## config.mk

```make
export PLATFORM = sky130hd
export DESIGN_NAME = pwr_domain_seq
export DESIGN_NICKNAME = d
export VERILOG_FILES = /design/src/rtl/pds_pkg.sv /design/src/rtl/pds_ctrl.sv /design/src/rtl/pds_datapath.sv /design/src/rtl/pwr_domain_seq.sv
export SDC_FILE = /design/constraint.sdc
export NUM_CORES = 1
export LEC_CHECK = 0
export BUFFER_PORTS_ARGS = -buffer_cell sky130_fd_sc_hd__buf_4
export CAP_MARGIN = 5
export CORE_MARGIN = 2
export CORE_UTILIZATION = 61
export CTS_BUF_LIST = sky130_fd_sc_hd__clkbuf_8
export DETAILED_ROUTE_END_ITERATION = 16
export PLACE_DENSITY_LB_ADDON = 0.08
export SKIP_LAST_GASP = 1
export SLEW_MARGIN = 20
export SYNTH_ARGS = -nofsm -noshare
export SYNTH_HDL_FRONTEND = slang
export SYNTH_SLANG_ARGS = --single-unit
export TNS_END_PERCENT = 1
```

## constraint.sdc

```tcl
create_clock -name clk -period 2.68 [get_ports clk]
set_input_delay 0.268 -clock clk [delete_from_list [all_inputs] [get_ports clk]]
set_output_delay 0.268 -clock clk [all_outputs]
set_load 0.01 [all_outputs]
```

## src/rtl/pds_pkg.sv

```systemverilog
package pds_pkg;

  typedef enum logic [3:0] {
    ST_IDLE,
    ST_QSAVE,
    ST_REQ,
    ST_IDLEWAIT,
    ST_PDOWN,
    ST_PUP,
    ST_REL,
    ST_ACTWAIT,
    ST_QREST,
    ST_FIN,
    ST_FAIL
  } seqState_t;

  typedef struct packed {
    logic cntClr;
    logic setIdleReq;
    logic clrIdleReq;
    logic setPwrOff;
    logic clrPwrOff;
    logic qosRun;
    logic qosRestore;
    logic setErr;
  } seqCtl_t;

  function automatic int portWidth(input int n);
    return (n > 1) ? $clog2(n) : 1;
  endfunction

endpackage

```

## src/rtl/pds_ctrl.sv

```systemverilog
module pds_ctrl
  import pds_pkg::*;
#(
  parameter bit HAS_REQ = 1'b1,
  parameter bit HAS_PWR = 1'b1,
  parameter int NUM_QOS = 2
) (
  input  logic    clk,
  input  logic    rstN,
  input  logic    reqValid,
  input  logic    reqOn,
  input  logic    isOn,
  input  logic    ackIn,
  input  logic    idleIn,
  input  logic    waitExpired,
  input  logic    qosLast,
  output seqCtl_t ctl,
  output logic    busy,
  output logic    done,
  output logic    timeout
);

  localparam bit QosEn = (NUM_QOS > 0);

  seqState_t state, nextState;

  // step that follows the active-wait in the power-up order
  function automatic seqState_t afterActive();
    if (QosEn) return ST_QREST;
    return ST_FIN;
  endfunction

  function automatic seqState_t afterPowerUp();
    if (HAS_REQ) return ST_REL;
    return afterActive();
  endfunction

  function automatic seqState_t firstUp();
    if (HAS_PWR) return ST_PUP;
    return afterPowerUp();
  endfunction

  function automatic seqState_t afterIdle();
    if (HAS_PWR) return ST_PDOWN;
    return ST_FIN;
  endfunction

  function automatic seqState_t afterSave();
    if (HAS_REQ) return ST_REQ;
    return afterIdle();
  endfunction

  function automatic seqState_t firstDown();
    if (QosEn) return ST_QSAVE;
    return afterSave();
  endfunction

  always_comb begin
    nextState = state;
    unique case (state)
      ST_IDLE:
        if (reqValid) begin
          if (isOn == reqOn) nextState = ST_FIN;
          else if (reqOn)    nextState = firstUp();
          else               nextState = firstDown();
        end
      ST_QSAVE:    if (qosLast) nextState = afterSave();
      ST_REQ:      if (ackIn) nextState = ST_IDLEWAIT;
                   else if (waitExpired) nextState = ST_FAIL;
      ST_IDLEWAIT: if (idleIn) nextState = afterIdle();
                   else if (waitExpired) nextState = ST_FAIL;
      ST_PDOWN:    if (!isOn) nextState = ST_FIN;
                   else if (waitExpired) nextState = ST_FAIL;
      ST_PUP:      if (isOn) nextState = afterPowerUp();
                   else if (waitExpired) nextState = ST_FAIL;
      ST_REL:      if (!ackIn) nextState = ST_ACTWAIT;
                   else if (waitExpired) nextState = ST_FAIL;
      ST_ACTWAIT:  if (!idleIn) nextState = afterActive();
                   else if (waitExpired) nextState = ST_FAIL;
      ST_QREST:    if (qosLast) nextState = ST_FIN;
      ST_FIN:      nextState = ST_IDLE;
      ST_FAIL:     nextState = ST_IDLE;
      default:     nextState = ST_IDLE;
    endcase
  end

  always_comb begin
    ctl            = '0;
    ctl.cntClr     = (nextState != state);
    ctl.setIdleReq = (nextState == ST_REQ)   && (state != ST_REQ);
    ctl.clrIdleReq = (nextState == ST_REL)   && (state != ST_REL);
    ctl.setPwrOff  = (nextState == ST_PDOWN) && (state != ST_PDOWN);
    ctl.clrPwrOff  = (nextState == ST_PUP)   && (state != ST_PUP);
    ctl.qosRun     = (state == ST_QSAVE) || (state == ST_QREST);
    ctl.qosRestore = (state == ST_QREST);
    ctl.setErr     = (state == ST_FAIL);
  end

  always_ff @(posedge clk or negedge rstN) begin
    if (!rstN) state <= ST_IDLE;
    else       state <= nextState;
  end

  assign busy    = (state != ST_IDLE);
  assign done    = (state == ST_FIN);
  assign timeout = (state == ST_FAIL);

endmodule

```

## src/rtl/pds_datapath.sv

```systemverilog
module pds_datapath
  import pds_pkg::*;
#(
  parameter int NUM_QOS        = 2,
  parameter int TIMEOUT_CYCLES = 250000,
  localparam int PortW         = portWidth(NUM_QOS)
) (
  input  logic             clk,
  input  logic             rstN,
  input  seqCtl_t          ctl,
  output logic             idleReq,
  output logic             pwrOff,
  output logic             errSticky,
  output logic             qosStrobe,
  output logic             qosRestore,
  output logic [PortW-1:0] qosPort,
  output logic [2:0]       qosReg,
  output logic             waitExpired,
  output logic             qosLast
);

  localparam int CntW         = $clog2(TIMEOUT_CYCLES + 1);
  localparam logic [2:0] LastReg = 3'd4;

  logic [CntW-1:0] waitCnt;

  // wait-step budget counter, restarted on every state change
  always_ff @(posedge clk or negedge rstN) begin
    if (!rstN)                                      waitCnt <= '0;
    else if (ctl.cntClr)                            waitCnt <= '0;
    else if (waitCnt != CntW'(TIMEOUT_CYCLES - 1))  waitCnt <= waitCnt + 1'b1;
  end

  assign waitExpired = (waitCnt == CntW'(TIMEOUT_CYCLES - 1));

  always_ff @(posedge clk or negedge rstN) begin
    if (!rstN) begin
      idleReq   <= 1'b0;
      pwrOff    <= 1'b0;
      errSticky <= 1'b0;
    end else begin
      if (ctl.setIdleReq)      idleReq <= 1'b1;
      else if (ctl.clrIdleReq) idleReq <= 1'b0;
      if (ctl.setPwrOff)       pwrOff <= 1'b1;
      else if (ctl.clrPwrOff)  pwrOff <= 1'b0;
      if (ctl.setErr)          errSticky <= 1'b1;
    end
  end

  assign qosStrobe  = ctl.qosRun;
  assign qosRestore = ctl.qosRestore;

  generate
    if (NUM_QOS > 0) begin : gQos
      always_ff @(posedge clk or negedge rstN) begin
        if (!rstN) begin
          qosPort <= '0;
          qosReg  <= '0;
        end else if (!ctl.qosRun) begin
          qosPort <= '0;
          qosReg  <= '0;
        end else if (qosReg == LastReg) begin
          qosReg  <= '0;
          qosPort <= qosPort + 1'b1;
        end else begin
          qosReg  <= qosReg + 3'd1;
        end
      end
      assign qosLast = ctl.qosRun && (qosReg == LastReg) &&
                       (qosPort == PortW'(NUM_QOS - 1));
    end else begin : gNoQos
      assign qosPort = '0;
      assign qosReg  = '0;
      assign qosLast = 1'b0;
    end
  endgenerate

endmodule

```

## src/rtl/pwr_domain_seq.sv

```systemverilog
module pwr_domain_seq
  import pds_pkg::*;
#(
  parameter bit HAS_REQ        = 1'b1,
  parameter bit HAS_PWR        = 1'b1,
  parameter bit HAS_STATUS     = 1'b1,
  parameter int NUM_QOS        = 2,
  parameter int TIMEOUT_CYCLES = 250000,
  localparam int PortW         = portWidth(NUM_QOS)
) (
  input  logic             clk,
  input  logic             rstN,
  input  logic             reqValid,
  input  logic             reqOn,
  input  logic             ackIn,
  input  logic             idleIn,
  input  logic             pwrOffIn,
  output logic             busy,
  output logic             done,
  output logic             timeout,
  output logic             errSticky,
  output logic             idleReq,
  output logic             pwrOff,
  output logic             qosStrobe,
  output logic             qosRestore,
  output logic [PortW-1:0] qosPort,
  output logic [2:0]       qosReg
);

  seqCtl_t ctl;
  logic    isOn;
  logic    waitExpired;
  logic    qosLast;

  generate
    if (HAS_STATUS) begin : gStatus
      assign isOn = !pwrOffIn;
    end else begin : gIdleOnly
      assign isOn = !idleIn;
    end
  endgenerate

  pds_ctrl #(
    .HAS_REQ (HAS_REQ),
    .HAS_PWR (HAS_PWR),
    .NUM_QOS (NUM_QOS)
  ) uCtrl (
    .clk         (clk),
    .rstN        (rstN),
    .reqValid    (reqValid),
    .reqOn       (reqOn),
    .isOn        (isOn),
    .ackIn       (ackIn),
    .idleIn      (idleIn),
    .waitExpired (waitExpired),
    .qosLast     (qosLast),
    .ctl         (ctl),
    .busy        (busy),
    .done        (done),
    .timeout     (timeout)
  );

  pds_datapath #(
    .NUM_QOS        (NUM_QOS),
    .TIMEOUT_CYCLES (TIMEOUT_CYCLES)
  ) uPath (
    .clk         (clk),
    .rstN        (rstN),
    .ctl         (ctl),
    .idleReq     (idleReq),
    .pwrOff      (pwrOff),
    .errSticky   (errSticky),
    .qosStrobe   (qosStrobe),
    .qosRestore  (qosRestore),
    .qosPort     (qosPort),
    .qosReg      (qosReg),
    .waitExpired (waitExpired),
    .qosLast     (qosLast)
  );

endmodule

```

After elaboration in Yosys (flattened, before gate mapping)
Index checks and enable logic that the tools add are counted.
Widths: inputs -> output; s select.
{"block": "totals", "in_bits": 7, "reg_bits": 29, "out_inout_bits": 12}
{"block": "classes", "n_reduce_logical": 13, "n_mux": 23, "add_sub_neg": 3, "eq_ne": 24}
{"operator": "$mux 4", "count": 11}
{"operator": "$mux 18", "count": 2}
{"operator": "$pmux 4 s9", "count": 1}
{"operator": "$eq 4x3->1 const B", "count": 7}
{"operator": "$add 18x1->18 const B", "count": 1}
{"operator": "$eq 18x18->1 const B", "count": 1}
{"operator": "$ne 18x18->1 const B", "count": 1}
{"operator": "$eq 4x2->1 const B", "count": 3}
{"operator": "$eq 4x4->1 const B", "count": 3}
{"operator": "$ne 4x3->1 const B", "count": 3}
{"operator": "$mux 3", "count": 3}
{"operator": "$logic_and 1x1->1", "count": 6}
{"operator": "$mux 1", "count": 6}
{"operator": "$reduce_bool 2->1", "count": 3}
{"operator": "$eq 4x1->1 const B", "count": 1}
{"operator": "$logic_not 4->1", "count": 1}
{"operator": "$ne 4x2->1 const B", "count": 1}
{"operator": "$ne 4x4->1", "count": 1}
{"operator": "$reduce_bool 4->1", "count": 1}
{"operator": "$add 3x1->3 const B", "count": 1}
{"operator": "$eq 3x3->1 const B", "count": 1}
{"operator": "$ne 2x1->1 const B", "count": 1}
{"operator": "$add 1x1->1 const B", "count": 1}
{"operator": "$eq 1x1->1", "count": 1}
{"operator": "2 further kinds", "count": 2}

Longest topological paths before layout
Gate-level depths: netlist (run 1).
{"block": "logic_depth", "ltp_word": 10, "depth_mapped": 9, "depth_no_buf": 7}

Hierarchy
A second synthesis (run 1) with hierarchy kept.
{"block": "unflattened", "cells_unflattened": 208, "area_unflattened_um2": 1886.8}
{"mod": "pds_datapath", "n_inst": 1, "area_each_um2": 1326.3, "seq_area_each_um2": 625.6, "cells_each": 135}
{"mod": "pds_ctrl", "n_inst": 1, "area_each_um2": 556.8, "seq_area_each_um2": 100.1, "cells_each": 72}
{"mod": "pwr_domain_seq", "n_inst": 1, "area_each_um2": 3.8, "seq_area_each_um2": 0.0, "cells_each": 1}

Worst setup path before layout (run 1)
No wires, ideal clock.
{"block": "synth_timing", "path_kind": "register to register", "from": "register uPath.qosReg[0]", "to": "register uPath.waitCnt[7]", "required_time_ns": 2.555, "arrival_ns": 1.858, "stages_incl_launch_ff": 9, "synth_period_minus_slack_ns": 1.983, "path_slack_ns": 0.697, "path_buffers": 1, "path_cell_list": "dfrtp_1 > inv_1 > ha_1 > nand3_1 > a2111oi_1 > a31oi_1 > o22ai_4 > buf_6 > nor3_4"}
{"block": "synth_via", "elab_chain_len": 7}
{"item": "start, declared", "line_no": "pds_datapath.sv:17", "text": "output logic [2:0] qosReg,"}
{"item": "start signal, assigned", "line_no": "pds_datapath.sv:66", "text": "qosReg <= qosReg + 3'd1;"}
{"item": "$eq 3x3->1 (*)", "line_no": "pds_datapath.sv:69", "text": "assign qosLast = ctl.qosRun && (qosReg == LastReg) &&"}
{"item": "$logic_and 1x1->1 (*) (2 in a row)", "line_no": "pds_datapath.sv:69"}
{"item": "$mux 4, on equally long branches", "line_no": "pds_ctrl.sv:80, pds_ctrl.sv:67"}
{"item": "$pmux 4 s9 (*)", "line_no": "pds_ctrl.sv:60", "text": "unique case (state)"}
{"item": "$ne 4x4->1 (*)", "line_no": "pds_ctrl.sv:89", "text": "ctl.cntClr = (nextState != state);"}
{"item": "$mux 18 / $reduce_bool 2->1 (equally long branches)"}
{"item": "end signal, assigned", "line_no": "pds_datapath.sv:31", "text": "else if (waitCnt != CntW'(TIMEOUT_CYCLES - 1)) waitCnt <= waitCnt + 1'b1;"}
{"item": "end, declared", "line_no": "pds_datapath.sv:25", "text": "logic [CntW-1:0] waitCnt;"}
Every way passes the cells marked *; elsewhere a longest branch is shown, timed or not.
A chain may end at the register's enable or synchronous reset.

Final worst setup path (run 1)
{"block": "layout_timing", "from": "register uCtrl.state[0]", "to": "register uPath.pwrOff"}
{"block": "layout_via", "elab_chain_len": 9}
{"item": "start, declared", "line_no": "pds_ctrl.sv:25", "text": "seqState_t state, nextState;"}
{"item": "start signal, assigned", "line_no": "pds_ctrl.sv:101", "text": "else state <= nextState;"}
{"item": "$eq 4x1->1 / $eq 4x4->1 (equally long branches)", "line_no": "pds_ctrl.sv:60, pds_ctrl.sv:94"}
{"item": "$logic_or 1x1->1", "line_no": "pds_ctrl.sv:94", "text": "ctl.qosRun = (state == ST_QSAVE) || (state == ST_QREST);"}
{"item": "$logic_and 1x1->1 (2 in a row)", "line_no": "pds_datapath.sv:69"}
{"item": "$mux 4, on equally long branches", "line_no": "pds_ctrl.sv:80, pds_ctrl.sv:67"}
{"item": "$pmux 4 s9", "line_no": "pds_ctrl.sv:60"}
{"item": "$eq 4x3->1, on equally long branches", "line_no": "pds_ctrl.sv:92, pds_ctrl.sv:93"}
{"item": "$logic_and 1x1->1, on equally long branches", "line_no": "pds_ctrl.sv:92, pds_ctrl.sv:93"}
{"item": "$mux 1 / $reduce_bool 2->1 (equally long branches)"}
{"item": "end signal, assigned", "line_no": "pds_datapath.sv:39", "text": "pwrOff <= 1'b0;"}
{"item": "end signal, assigned", "line_no": "pds_datapath.sv:44", "text": "if (ctl.setPwrOff) pwrOff <= 1'b1;"}
{"item": "end signal, assigned", "line_no": "pds_datapath.sv:45", "text": "else if (ctl.clrPwrOff) pwrOff <= 1'b0;"}
{"item": "end, declared", "line_no": "pds_datapath.sv:12", "text": "output logic pwrOff,"}
Several ways; a longest one is shown, not always the timed one.

==> results of run 1 <==
-- layout by cell type, fill, tap and decap left out, types with 7 or more instances in the layout --
master,synthesis,layout
nor2_1,11,11
nor3_2,9,9
nand3_1,13,13
nand2_1,15,15
buf_4,1,20
inv_1,6,7
xnor2_1,7,7
dfrtp_1,29,29
nor3_1,14,14
xor2_1,11,11
-- cell type report --
type / count / share of cell area
multi-input cells: 155 / 0.5119
flip-flops and latches: 29 / 0.3362
repair buffers: 21 / 0.07420
clock buffers: 6 / 0.03826
well taps: 44 / 0.02551
inverters: 7 / 0.01217
clock inverters: 1 / 0.001739
-- synth_stat cells (2+ instances only) --
master and number:
dfrtp_1 29, nand2_1 15, nor3_1 14, nand3_1 13
nor2_1 11, xor2_1 11, nor3_2 9, xnor2_1 7
inv_1 6, and3_1 5, a21oi_1 4, buf_2 4
ha_1 4, mux2i_1 4, nand4_1 4, nand2b_1 3
nand3b_1 3, nor2b_1 3, nor4_1 3, o21a_1 3
o21ai_0 3, o31ai_1 3, a2111oi_1 2, a21o_1 2
and3b_1 2, and4_1 2, buf_6 2, clkbuf_1 2
nor4_2 2
-- sequential cells by signal, indices dropped and copies added (netlist names) --
signal and cells:
uCtrl.state 4, uPath.errSticky 1, uPath.idleReq 1, uPath.pwrOff 1, uPath.qosPort 1, uPath.qosReg 3
uPath.waitCnt 18
-- worst paths after layout --
path / slack (ps) / from / endpoint
worst max-delay path: 480 / uCtrl.state[0] / uPath.pwrOff
worst min-delay path: 300 / pwrOffIn / uPath.idleReq
worst max register to register: 480 / uCtrl.state[0] / uPath.pwrOff
worst min register to register: 480 / uPath.errSticky / uPath.errSticky
max in group asynchronous: 1940 / rstN / uPath.waitCnt[0]
min in group asynchronous: 460 / rstN / uPath.qosPort
-- worst max-delay path, delay by kind of cell, from the launching register on --
family                 cells  cell delay, ps
buffers and inverters      1             270
flip-flops                 1             750
AO/OA/AOI/OAI              3            1100
-- report_power, final --
part	switching, mW	internal [mW]	total [mW]
combinational	0.550	0.372	0.922
clock	0.155	0.199	0.354
sequential	0.165	0.506	0.672
total	0.870	1.08	1.95
-- cell families (layout without fill, tap and decap cells) --
logic type / count (synthesis) / in the layout / share of synthesized area
AOI/OAI and AO/OA: 32 / 32 / 0.1384
xor gates and xnor gates: 18 / 18 / 0.08150
adders and majority gates: 4 / 4 / 0.02587
buffers and inverters: 17 / 35 / 0.05369
DFF: 29 / 29 / 0.3752
muxes: 4 / 4 / 0.02070
and+or+nand+nor: 97 / 97 / 0.3047
-- per-layer routing --
layer | track usage | wire length (um)
met1 | 0.3233 | 1712
met2 | 0.4457 | 2145
met4 | 0.09841 | 86
met5 | 0 | 0
met3 | 0.06061 | 162
-- timing repair --
| action | CTS | global route |
|---|---|---|
| gates resized for setup | 0 | 0 |
| hold buffers | 1 | 0 |
| hold endpoints to repair | 29 | 0 |
==> flow_summary.toml, run 1 <==
[outcome]
outcome = "finished clean"

[synthesis]
synth_area_um2 = 1934
yosysWarnings = 0
synth_cell_type_count = 55
synth_top_cells_by_area = "dfrtp_1 38%, xor2_1 5.0%, nor3_2 4.7%, nor3_1 3.6%, nand3_1 3.4%"
synth_nets = 212
synth-seq-area-share = 0.3752
synth_top_area_cell = "dfrtp_1"
synth_top_cell_area_share = 0.3752
syn_inst = 201
synth_ff_type = "dfrtp_1"
synth_seq_cells = 29
avgSynthCellArea_um2 = 9.624
synth_edf_count = 0
async_reset_ff_frac = 1.000

[cells_and_area]
final_cell_count_no_fill = 263
layout-drive-gt1-share = 0.2100
ff_latch_area_um2 = 725.7
fillers = 252
multi_input_area_um2 = 1105
design_area_um2 = 2158
finalNetCount = 230
utilization = 0.7128
diodes = 0
area_growth_syn_to_layout_pct = 11.58

[timing]
worst_pin_slew_ps = 676.1
max_freq_mhz = 455.4
slew_violations = 0
grt_setup_unrepaired = "no"
period_needed_ps = 2196
slew_headroom = 0.5481
fin_setup_tns_ps = 0
min_period_over_period = 0.8193
hold_slack_ps = 304.4
setup_ws_ps = 484.3
clock_skew_ps = 4.315
setup_viol = 0
hold_violations = 0

[setup_path]
reg2regPathDepth = 4
cp-start-kind = "flop"
cp-end-kind = "flop"
crit_chain = "inv_1 > a2111oi_1 > a211oi_1 > a41oi_2"
slowest_delay_ps = 750
critPathSlowestCell = "dfrtp_1"
arrival_ps = 2390
worstPathMaxFanout = 18
crit_type = "reg2reg"
crit_required_ps = 2870

[placed_design]
dp_hpwl_um = 2935
dp.cells = 255
pre_cts_ws_ps = 526.7
gp_congestion = 0.8456
numPortBuffers = 18
dpl_cell_area_um2 = 2062

[global_routing]
grt_remaining_overflow = 0
grt_pass1_wl_um = 7010
antenna_found_initial = 0
grt_pass1_vias = 1543
globalRouteTotalUtil = 0.2621
grt_max_degree = 30

[power]
irDropWorstVdd_mv = 0.4071
powerDensity_nw_per_um2 = 902.4
p_leak_nw = 0.9249
total_power_mw = 1.948

[clocking]
cts_inserted_buffers = 5
clock_path_buffers = 2
cts_num_sinks = 29
cts_tree = "yes"
htree_num_levels = 2
path_clk_slew_ps = 60
post_cts_buffers = 0
cts_root_buf = "clkbuf_8"
insertion_delay_ps = 280

[route]
drtIter0Drc = 191
wire_per_inst_um = 15.61
via_per_inst = 5.989
vias = 1575
drc_errors = 0
routed_wl_um = 4106
ant_nets = 0
first_pass_iters = 4

[min_path]
min_path_cells = 3
hold_class = "in2reg"

[floorplan]
die_w_um = 60.31
coreArea_um2 = 3028
rows = 20
die_height_um = 60.31
die-area_um2 = 3637
io_pins = 19
start_util = 0.6388

[run]
maxCapViolCount = 0
Power figures use the tool's default switching activity.
==> inputs of run 2 (changes only) <==
--- a/config.mk
+++ b/config.mk
@@ -8,7 +8,7 @@
 export BUFFER_PORTS_ARGS = -buffer_cell sky130_fd_sc_hd__buf_4
 export CAP_MARGIN = 5
 export CORE_MARGIN = 2
-export CORE_UTILIZATION = 61
+export CORE_UTILIZATION = 55
 export CTS_BUF_LIST = sky130_fd_sc_hd__clkbuf_8
 export DETAILED_ROUTE_END_ITERATION = 16
 export PLACE_DENSITY_LB_ADDON = 0.08
==> constraint.sdc (replaced) <==
create_clock -name clk -period 1.8 [get_ports clk]
set_input_delay 0.18 -clock clk [delete_from_list [all_inputs] [get_ports clk]]
set_output_delay 0.18 -clock clk [all_outputs]
set_load 0.01 [all_outputs]
==> run 2 against run 1 <==
Compared with the run above: the run now ends with negative setup slack left; design area up 27%; utilization rose by 10 points; critical path depth rose by 3; non-clock buffer count increased by 52; via count up 20%; critical path type unchanged.
==> flow_summary.toml, run 2 (synthesis gave the netlist of run 1 again) <==
[outcome]
outcome = "finished, violations left"
violations = "negative setup slack"

[clocking]
cts_inserted_buffers = 5
insertion_delay_ps = 290
cts_root_buf = "clkbuf_8"
cts_num_sinks = 29
path_clk_slew_ps = 70
cts_tree = "yes"
htree_num_levels = 2
clock_path_buffers = 2

[cells_and_area]
diodes = 0
area_growth_syn_to_layout_pct = 41.53
largest_register = "uPath.waitCnt"
layout-drive-gt1-share = 0.4485
finalNetCount = 282
reg_top3 = "uPath.waitCnt x18, uCtrl.state x4, uPath.qosReg x3"
final_cell_count_no_fill = 318
final_cell_mix = "64 x buf_4, 25 x dfrtp_1, 15 x nand2_1, 12 x nand3_1, 12 x nor3_2"
largest_reg_flops = 18
fillers = 220
final_common_cell = "buf_4"

[global_routing]
globalRouteTotalUtil = 0.2889
grt_remaining_overflow = 0
grt_pass1_wl_um = 8963
antenna_found_initial = 0
grt_max_degree = 30
grt_pass1_vias = 1918

[setup_path]
crit_type = "reg2reg"
crit_end = "uPath.waitCnt[7]"
slowest_delay_ps = 440
arrival_ps = 2010
cp-startpoint = "uCtrl.state[0]"
rr_endpoint = "uPath.waitCnt[7]"
worstPathMaxFanout = 7
critPathSlowestCell = "dfrtp_2"
crit_required_ps = 1960
cp-end-kind = "flop"
reg2regPathDepth = 7
cp-start-kind = "flop"
rrSetupSlack_ps = -50
r2r-start = "uCtrl.state[0]"
crit_chain = "buf_4 > nor2b_1 > nand2_1 > and4b_2 > o22ai_4 > buf_6 > nor3_4"

[timing]
setup_viol = 19
grt_setup_unrepaired = "yes"
clock_skew_ps = 9.683
slew_violations = 0
min_period_over_period = 1.026
hold_slack_ps = 224.7
worst_pin_slew_ps = 374.8
setup_ws_ps = -46.45
period_needed_ps = 1846
slew_headroom = 0.7501
hold_violations = 0
max_freq_mhz = 541.6

[run]
maxCapViolCount = 0

[floorplan]
start_util = 0.5751
io_pins = 19
die-area_um2 = 4008
coreArea_um2 = 3363
die_w_um = 63.31
die_height_um = 63.31
rows = 21

[route]
vias = 1895
routed_wl_um = 5331
drtIter0Drc = 142
drc_errors = 0
via_per_inst = 5.959
first_pass_iters = 4
wire_per_inst_um = 16.76
ant_nets = 0

[min_path]
hold_class = "in2reg"
min_path_cells = 3

[placed_design]
gp_congestion = 0.8754
numPortBuffers = 18
pre_cts_ws_ps = -114.1
dp_hpwl_um = 3733
dp.cells = 299

[power]
p_leak_nw = 1.214
total_power_mw = 4.019
powerDensity_nw_per_um2 = 1468
irDropWorstVdd_mv = 0.7821
==> run 2: cell types whose count changed in the layout (fill, tap and decap cells not counted), sizes merged <==
cell and change:
clkbuf -1, clkinv +2, buf +52
==> run 2: per-layer routing <==
metal | GRT usage | up-vias | wire length, um
li1 | - | 875 | -
met1 | 0.3364 | 935 | 2145
met2 | 0.5306 | 67 | 2851
met3 | 0.04107 | 18 | 215
met4 | 0.1168 | 0 | 119
met5 | 0 | - | 0
==> run 2: timing repair <==
item | 4_1_cts | 5_1_grt
resized for setup | 17 | 18
setup endpoints to repair | 20 | 20
hold buffers | 1 | 0
hold endpoints to repair | 29 | 0
setup buffers | 5 | 5
pin swaps | 3 | 10
==> run 2: final cells by class <==
type,instances,area [um2],share of cell area
clock buffers,5,68.82,0.02514
repair buffers,73,574.3,0.2098
well taps,46,57.56,0.02102
clock inverters,3,13.76,0.005027
multi-input cells,155,1266,0.4625
flip-flops and latches,29,730.7,0.2669
inverters,7,26.28,0.009598
==> run 2: report_power, final <==
group / internal, mW / switching (mW)
Clock: 0.262 / 0.252
Combinational: 1.28 / 1.35
Sequential: 0.764 / 0.114
==> run 2: through the flow <==
stage	area (um2)	util	setup TNS (ps)
global placement	2419	0.7191	-621.1
floorplan	1973	-	-691.4
detailed placement	2419	0.7191	-1625
global route	2738	0.8140	-1263
CTS	2613	0.7768	-342.9
finish	2738	0.8140	-629.5
==> run 2: worst min-delay path by stage <==
stage,start,endpoint
after floorplan,rstN,uCtrl.state[0]
after global placement,rstN,uPath.qosPort
after detailed placement,rstN,uPath.qosReg[2]
after CTS,pwrOffIn,uPath.idleReq
after global routing,pwrOffIn,uPath.idleReq
final,pwrOffIn,uPath.idleReq
==> run 2: critical path: cells and delay by family (launching register included) <==
kind                   cells  cell delay (ps)
AND/OR/NAND/NOR            4              740
flip-flops                 1              440
AO/OA/AOI/OAI              1              180
buffers and inverters      2              370
